<file path="config.mk">
export PLATFORM = sky130hd
export DESIGN_NAME = pam4_lane_framer
export DESIGN_NICKNAME = d
export VERILOG_FILES = /design/src/rtl/pam4_lane_pkg.sv /design/src/rtl/pam4_slot_seq.sv /design/src/rtl/pam4_bit_gather.sv /design/src/rtl/pam4_precoder.sv /design/src/rtl/pam4_lane_framer.sv
export SDC_FILE = /design/constraint.sdc
export NUM_CORES = 1
export LEC_CHECK = 0
export BUFFER_PORTS_ARGS = -buffer_cell sky130_fd_sc_hd__buf_2
export CORE_MARGIN = 3
export CORE_UTILIZATION = 32
export DETAILED_ROUTE_END_ITERATION = 12
export PLACE_DENSITY = 0.53
export SYNTH_ARGS = -nofsm -noshare
export SYNTH_HDL_FRONTEND = slang
export SYNTH_SLANG_ARGS = --single-unit
export TNS_END_PERCENT = 50
</file>
<file path="constraint.sdc">
create_clock -name clk -period 3.3 [get_ports clk]
set_input_delay 0.495 -clock clk [delete_from_list [all_inputs] [get_ports clk]]
set_output_delay 0.495 -clock clk [all_outputs]
set_load 0.1 [all_outputs]
</file>
<file path="src/rtl/pam4_lane_pkg.sv">
package pam4_lane_pkg;

  typedef enum logic [1:0] {
    SLOT_OVH  = 2'd0,
    SLOT_DATA = 2'd1,
    SLOT_TERM = 2'd2
  } slot_e;

  // Level index 0..3 (-1 .. +1) to line code
  function automatic logic [1:0] lvl2gray(input logic [1:0] lvl);
    return {lvl[1], lvl[1] ^ lvl[0]};
  endfunction

endpackage

</file>
<file path="src/rtl/pam4_slot_seq.sv">
module pam4_slot_seq
  import pam4_lane_pkg::*;
#(
  parameter int ROWS         = 88,
  parameter int SYMS_PER_ROW = 32,
  parameter int OVH_SYMS     = 2,
  parameter int OIW          = 1
) (
  input  logic           clk,
  input  logic           rst_n,
  input  logic           adv,
  output slot_e          slot,
  output logic [OIW-1:0] ovh_idx,
  output logic           frame_first
);
  localparam int CW = (SYMS_PER_ROW > 1) ? $clog2(SYMS_PER_ROW) : 1;
  localparam int RW = (ROWS > 1) ? $clog2(ROWS) : 1;
  localparam logic [CW-1:0] LAST_COL = CW'(SYMS_PER_ROW - 1);
  localparam logic [CW-1:0] OVH_LIM  = CW'(OVH_SYMS);
  localparam logic [RW-1:0] LAST_ROW = RW'(ROWS - 1);

  logic [CW-1:0] col;
  logic [RW-1:0] row;

  always_ff @(posedge clk or negedge rst_n) begin
    if (!rst_n) begin
      col <= '0;
      row <= '0;
    end else if (adv) begin
      if (col == LAST_COL) begin
        col <= '0;
        row <= (row == LAST_ROW) ? '0 : row + 1'b1;
      end else begin
        col <= col + 1'b1;
      end
    end
  end

  always_comb begin
    if (col == LAST_COL)                   slot = SLOT_TERM;
    else if (row == '0 && col < OVH_LIM)   slot = SLOT_OVH;
    else                                   slot = SLOT_DATA;
    ovh_idx     = col[OIW-1:0];
    frame_first = (row == '0) && (col == '0);
  end

endmodule

</file>
<file path="src/rtl/pam4_bit_gather.sv">
module pam4_bit_gather
  import pam4_lane_pkg::*;
(
  input  logic       clk,
  input  logic       rst_n,
  input  logic       in_valid,
  input  logic       in_data,
  output logic       in_ready,
  input  slot_e      slot,
  input  logic       out_space,
  output logic       fire,
  output logic [1:0] dbits
);
  logic held;
  logic have;

  always_comb begin
    in_ready = 1'b0;
    fire     = 1'b0;
    dbits    = {held, in_data};
    case (slot)
      SLOT_OVH: begin
        fire = out_space;
      end
      SLOT_TERM: begin
        in_ready = out_space;
        fire     = out_space && in_valid;
        dbits    = {in_data, 1'b0};
      end
      default: begin
        if (!have) begin
          in_ready = 1'b1;
        end else begin
          in_ready = out_space;
          fire     = out_space && in_valid;
        end
      end
    endcase
  end

  always_ff @(posedge clk or negedge rst_n) begin
    if (!rst_n) begin
      held <= 1'b0;
      have <= 1'b0;
    end else if (slot == SLOT_DATA && !have && in_valid) begin
      held <= in_data;
      have <= 1'b1;
    end else if (fire) begin
      have <= 1'b0;
    end
  end

endmodule

</file>
<file path="src/rtl/pam4_precoder.sv">
module pam4_precoder
  import pam4_lane_pkg::*;
#(
  parameter logic [1:0] P_INIT = 2'd2
) (
  input  logic       clk,
  input  logic       rst_n,
  input  logic       fire,
  input  slot_e      slot,
  input  logic [1:0] x,
  input  logic       out_ready,
  output logic       out_space,
  output logic       out_valid,
  output logic [1:0] out_sym,
  output logic       out_term
);
  logic [1:0] prev;
  logic [1:0] lvl;

  always_comb begin
    if (slot == SLOT_TERM) lvl = {2{x[1]}};
    else                   lvl = x - prev;
    out_space = !out_valid || out_ready;
  end

  always_ff @(posedge clk or negedge rst_n) begin
    if (!rst_n) begin
      prev      <= P_INIT;
      out_valid <= 1'b0;
      out_sym   <= 2'b00;
      out_term  <= 1'b0;
    end else if (fire) begin
      prev      <= lvl;
      out_sym   <= lvl2gray(lvl);
      out_term  <= (slot == SLOT_TERM);
      out_valid <= 1'b1;
    end else if (out_ready) begin
      out_valid <= 1'b0;
    end
  end

endmodule

</file>
<file path="src/rtl/pam4_lane_framer.sv">
module pam4_lane_framer
  import pam4_lane_pkg::*;
#(
  parameter int         ROWS         = 88,
  parameter int         SYMS_PER_ROW = 32,
  parameter int         OVH_SYMS     = 2,
  parameter logic [1:0] P_INIT       = 2'd2,
  localparam int        OVH_BITS     = 2 * OVH_SYMS
) (
  input  logic                clk,
  input  logic                rst_n,
  input  logic                in_valid,
  input  logic                in_data,
  output logic                in_ready,
  input  logic [OVH_BITS-1:0] ovh_bits,
  output logic                out_valid,
  input  logic                out_ready,
  output logic [1:0]          out_sym,
  output logic                out_term
);
  localparam int OIW = (OVH_SYMS > 1) ? $clog2(OVH_SYMS) : 1;

  slot_e               slot;
  logic [OIW-1:0]      ovh_idx;
  logic                frame_first;
  logic                fire;
  logic                out_space;
  logic [1:0]          dbits;
  logic [1:0]          ovh_x;
  logic [1:0]          x;
  logic [OVH_BITS-1:0] ovh_q;
  logic [OVH_BITS-1:0] ovh_src;

  pam4_slot_seq #(
    .ROWS(ROWS), .SYMS_PER_ROW(SYMS_PER_ROW), .OVH_SYMS(OVH_SYMS), .OIW(OIW)
  ) u_seq (
    .clk(clk), .rst_n(rst_n), .adv(fire),
    .slot(slot), .ovh_idx(ovh_idx), .frame_first(frame_first)
  );

  pam4_bit_gather u_gather (
    .clk(clk), .rst_n(rst_n), .in_valid(in_valid), .in_data(in_data),
    .in_ready(in_ready), .slot(slot), .out_space(out_space),
    .fire(fire), .dbits(dbits)
  );

  // Overhead field: live on symbol 0, captured copy afterwards
  always_ff @(posedge clk or negedge rst_n) begin
    if (!rst_n)                    ovh_q <= '0;
    else if (fire && frame_first)  ovh_q <= ovh_bits;
  end

  always_comb begin
    ovh_src = frame_first ? ovh_bits : ovh_q;
    ovh_x   = 2'b00;
    for (int j = 0; j < OVH_SYMS; j++) begin
      if (ovh_idx == OIW'(j)) ovh_x = ovh_src[OVH_BITS-1-2*j -: 2];
    end
    x = (slot == SLOT_OVH) ? ovh_x : dbits;
  end

  pam4_precoder #(.P_INIT(P_INIT)) u_pre (
    .clk(clk), .rst_n(rst_n), .fire(fire), .slot(slot), .x(x),
    .out_ready(out_ready), .out_space(out_space), .out_valid(out_valid),
    .out_sym(out_sym), .out_term(out_term)
  );

endmodule

</file>
# After elaboration in Yosys (flattened, before gate mapping)
# Cells that the tools add are included.
# classes
addsub,3
order_cmp,1
n_eq_ne,4
muxes,17
bitwise,1
reduce_logical,15
# op_table
op,count
two-way mux 2 bit,5
"adder 7 x 1 -> 7 bit, second input constant",1
"== test 7 bit, second input constant",1
logical NOT 7 bit,1
two-way mux 1 bit,7
two-way mux 7 bit,1
logical AND 1 bit,6
"adder 5 x 1 -> 5 bit, second input constant",1
"== test 5 bit, second input constant",1
logical NOT 5 bit,1
"< comparator 5 x 2 -> 1 bit, second input constant",1
two-way mux 5 bit,1
two-way mux 4 bit,1
one-hot mux 1 bit (2 select lines),2
nonzero test 2 bit,2
"== test 2 x 1 -> 1 bit, second input constant",1
"== test 2 bit, second input constant",1
logical NOT 1 bit,2
logical NOT 2 bit,1
AND reduction 2 bit,1
subtractor 2 bit,1
logical OR 1 bit,1
bitwise XOR 1 bit,1
# totals
ff_bits,24
in_bits,9
out_inout_bits,5
word_cells,50

# Depth between registers and ports, before layout
# logic_depth
word_depth,10
ltp_mapped,14
ltp_nobuf,14

# Cells and area by module
# From an unflattened synthesis, not the netlist that was laid out.
# hier_totals
hier_cells,137
hier_area_um2,1445.1
# by_module_without_submodules
mod,instances,cells_per_inst,area_each_um2
pam4_slot_seq,1,71,705.7
pam4_precoder,1,37,357.8
pam4_lane_framer,1,14,227.7
pam4_bit_gather,1,15,153.9

# Worst setup path after synthesis
# Ideal clock, no wire load.
# synth_timing
path_kind,register to output
startpoint,reg u_seq.col[0]
endpoint,out in_ready
arrival_time_ps,3469
path_slack_ps,-664
stages_incl_launch_ff,5
cell_sequence,dfrtp_1 ha_1 and3_1 ha_1 o32ai_1
# synth_via
elab_chain_len,6
word_cells_on_any_way,8
# synth_rtl
element,line,rtl
"start, declared",pam4_slot_seq.sv:22,logic [CW-1:0] col;
"start signal, assigned",pam4_slot_seq.sv:34,col <= col + 1'b1;
< comparator 5 x 2 -> 1 bit,pam4_slot_seq.sv:41,else if (row == '0 && col < OVH_LIM) slot = SLOT_OVH;
logical AND 1 bit,pam4_slot_seq.sv:41,
two-way mux 1 bit,pam4_slot_seq.sv:41,
two-way mux 2 bit *,pam4_slot_seq.sv:40,if (col == LAST_COL) slot = SLOT_TERM;
== test 2 bit or logical NOT 2 bit (tied branches),pam4_bit_gather.sv:21,case (slot)
one-hot mux 1 bit (2 select lines) *,pam4_bit_gather.sv:21,
"end, declared",pam4_lane_framer.sv:14,"output logic in_ready,"
# Every way passes the cells marked *; elsewhere a longest branch is shown, timed or not.

# Final worst setup path
# Same ends and word-level chain as after synthesis.

==> impl_metrics.py <==
metrics = {
    "clocking": {
        "tritoncts": "done",
        "cts-hold-fix-buffers": 0,
        "htreeDepth": 1,
        "clk_pin_slew_ps": 80,
        "root_buffer": "clkbuf_8",
        "cts_num_sinks": 24,
        "clock_latency_ps": 260,
        "cts_inserted_buffers": 3,
        "cts_buffer_depth": 2,
    },
    "power_and_ir_drop": {
        "power_density_nw_per_um2": 727,
        "leakagePower_nw": 0.662,
        "irDropWorstVdd_uv": 239,
        "p_total_mw": 1.13,
    },
    "synthesis": {
        "netlist_area_um2": 1360,
        "synthArstFlopShare": 1.00,
        "ys_ff_latch": 24,
        "yosys.cell_types.count": 38,
        "synth-edff-count": 0,
        "synth_area_leader_cell": "dfrtp_1",
        "syn_avg_cell_area_um2": 10.2,
        "syn_nets": 150,
        "yosys_warnings": 0,
        "ys_seq_area_frac": 0.442,
        "netlist_instances": 134,
        "synth_top_area_share": 0.422,
        "ys.flop_type": "dfrtp_1",
        "synth.top_cells.by_area": "dfrtp_1 42%, ha_1 6.4%, o21ai_0 3.7%, mux2_1 3.3%, nor2b_1 3.2%",
    },
    "global_routing": {
        "grt_pass1_wl_um": 4570,
        "grt-ovfl-total": 0,
        "grt_pass1_vias": 1012,
        "antenna_found_initial": 0,
        "groute.usage.overall": 0.111,
        "grt_max_degree": 25,
    },
    "worst_setup_path": {
        "cp.required_ps": 2800,
        "start_kind": "flip-flop",
        "crit_type": "reg2out",
        "worstPathMaxFanout": 7,
        "timing.rr.start": "u_seq.col[0]",
        "startpoint": "u_seq.col[0]",
        "crit_path_end_kind": "output pin",
        "worstPathArrival_ps": 2570,
    },
    "route": {
        "via_per_inst": 5.19,
        "drcViolationCount": 0,
        "routed_wl_um": 2590,
        "drt_pre_antenna_iters": 4,
        "antenna_left": 0,
        "drtIter0Drc": 52,
        "num_vias": 1043,
        "drt-wirelength-per-cell_um": 12.9,
    },
    "cells_and_area": {
        "area_growth_pct": 14.3,
        "layout_common_cells": "23 x dfrtp_1, 13 x buf_2, 11 x nand2_1",
        "seqCellArea_um2": 602,
        "antennaDiodeCount": 0,
        "final_common_cell": "dfrtp_1",
        "post-route-util": 0.384,
        "final_cells": 201,
        "drive_gt1_frac": 0.199,
        "final_area_um2": 1560,
        "fin_nets": 168,
        "multi_input_area_um2": 734,
        "nFillCells": 401,
    },
    "sta": {
        "hold_ws_ps": 206,
        "max_freq_mhz": 326,
        "maxSlewHeadroom": 0.496,
        "worst_pin_slew_ps": 750,
        "hold_viol": 0,
        "setup_violations": 0,
        "rsz0062_at_grt": "false",
        "period_needed_ps": 3070,
        "fin_setup_tns_ps": 0,
        "finalMaxSlewViolations": 0,
        "skew_ps": 7.09,
        "fin_crit_sh": 0.929,
        "layout_setup_ws_ps": 233,
    },
    "min_path": {
        "worstHoldPathType": "in2async",
    },
    "floorplan": {
        "die_h_um": 71.3,
        "coreArea_um2": 4060,
        "pin_count": 14,
        "die_area_um2": 5080,
        "initial_core_util": 0.336,
        "rows": 23,
        "die_w_um": 71.3,
    },
    "status": {
        "status": "finished, final reports clean",
    },
    "placement": {
        "post_dp_cell_area_um2": 1500,
        "port_buffers": 13,
        "globalplace.congestion": 0.800,
        "dp.cells": 197,
        "detailed_place_hpwl_um": 1960,
        "place_ws_ps": 241,
    },
    "flow_run": {
        "maxCapViolCount": 0,
    },
}
==> logic make-up after synthesis <==
kind of cell	count (synthesis)	share of synthesized area
DFF	24	0.442
xor gates and xnor gates	6	0.0386
buffers and inverters	11	0.0312
muxes	10	0.0891
AOI/OAI and AO/OA	27	0.132
adders and majority gates	7	0.0643
and+or+nand+nor	49	0.203
==> metal layers <==
metal / track usage / wire [um]
met5: 0 / 0
met1: 0.155 / 1300
met4: 0.0313 / 27
met3: 0.0224 / 95
met2: 0.174 / 1170
==> cell usage after synthesis (3+ instances only) <==
master and instances:
a21oi_1 6, nor3b_1 3, dfrtp_1 23, xor2_1 3, nand2_1 11, mux2_2 3
xnor2_1 3, nand3_1 5, ha_1 7, nor2b_1 7, nor2_1 5, nor3_1 3
mux2_1 4, o21ai_0 10, inv_1 9
==> layout make-up <==
cell class,count,area share
Inverter,9,0.0217
Clock buffer,4,0.0289
Sequential cell,24,0.386
Timing Repair Buffer,15,0.0514
Tap cell,50,0.0402
Multi-Input combinational cell,99,0.471
==> worst max-delay path, cell delays in order (launching register included) <==
cell and delay (ps):
dfrtp_1 470, ha_1 250, and3_1 200, ha_1 200, buf_4 160, inv_1 110, o31a_1 260, nor2_1 80
o32ai_2 120, buf_2 460
==> state kept, by name, indices dropped and copies added, names as in the netlist <==
name and flops:
u_pre.out_valid 1, u_seq.row 7, u_pre.prev 2, u_gather.have 1, u_pre.out_term 1, ovh_q 4, u_pre.out_sym 2, u_gather.held 1
u_seq.col 5
==> worst paths after layout <==
path                                    end  slack (ps)  cells past startpoint
hold / removal                 u_seq.row[6]         210                      1
max in group asynchronous     u_pre.prev[1]        2710                      1
min in group clk                   ovh_q[2]         460                      2
hold reg to reg                    ovh_q[2]         490                      1
setup / recovery                   in_ready         230                      9
setup reg to reg           u_pre.out_sym[0]         280                     13
==> power by group <==
part	internal, mW	switching (mW)
Combinational	0.177	0.341
Clock	0.0862	0.0900
Sequential	0.371	0.0685
Total	0.633	0.499
==> timing repair <==
item                                    in CTS  in global routing
gates resized for setup                      0                  1
buffers inserted                             0                  0
endpoints found under the setup margin       0                  3
(Power assumes the default switching activity.)
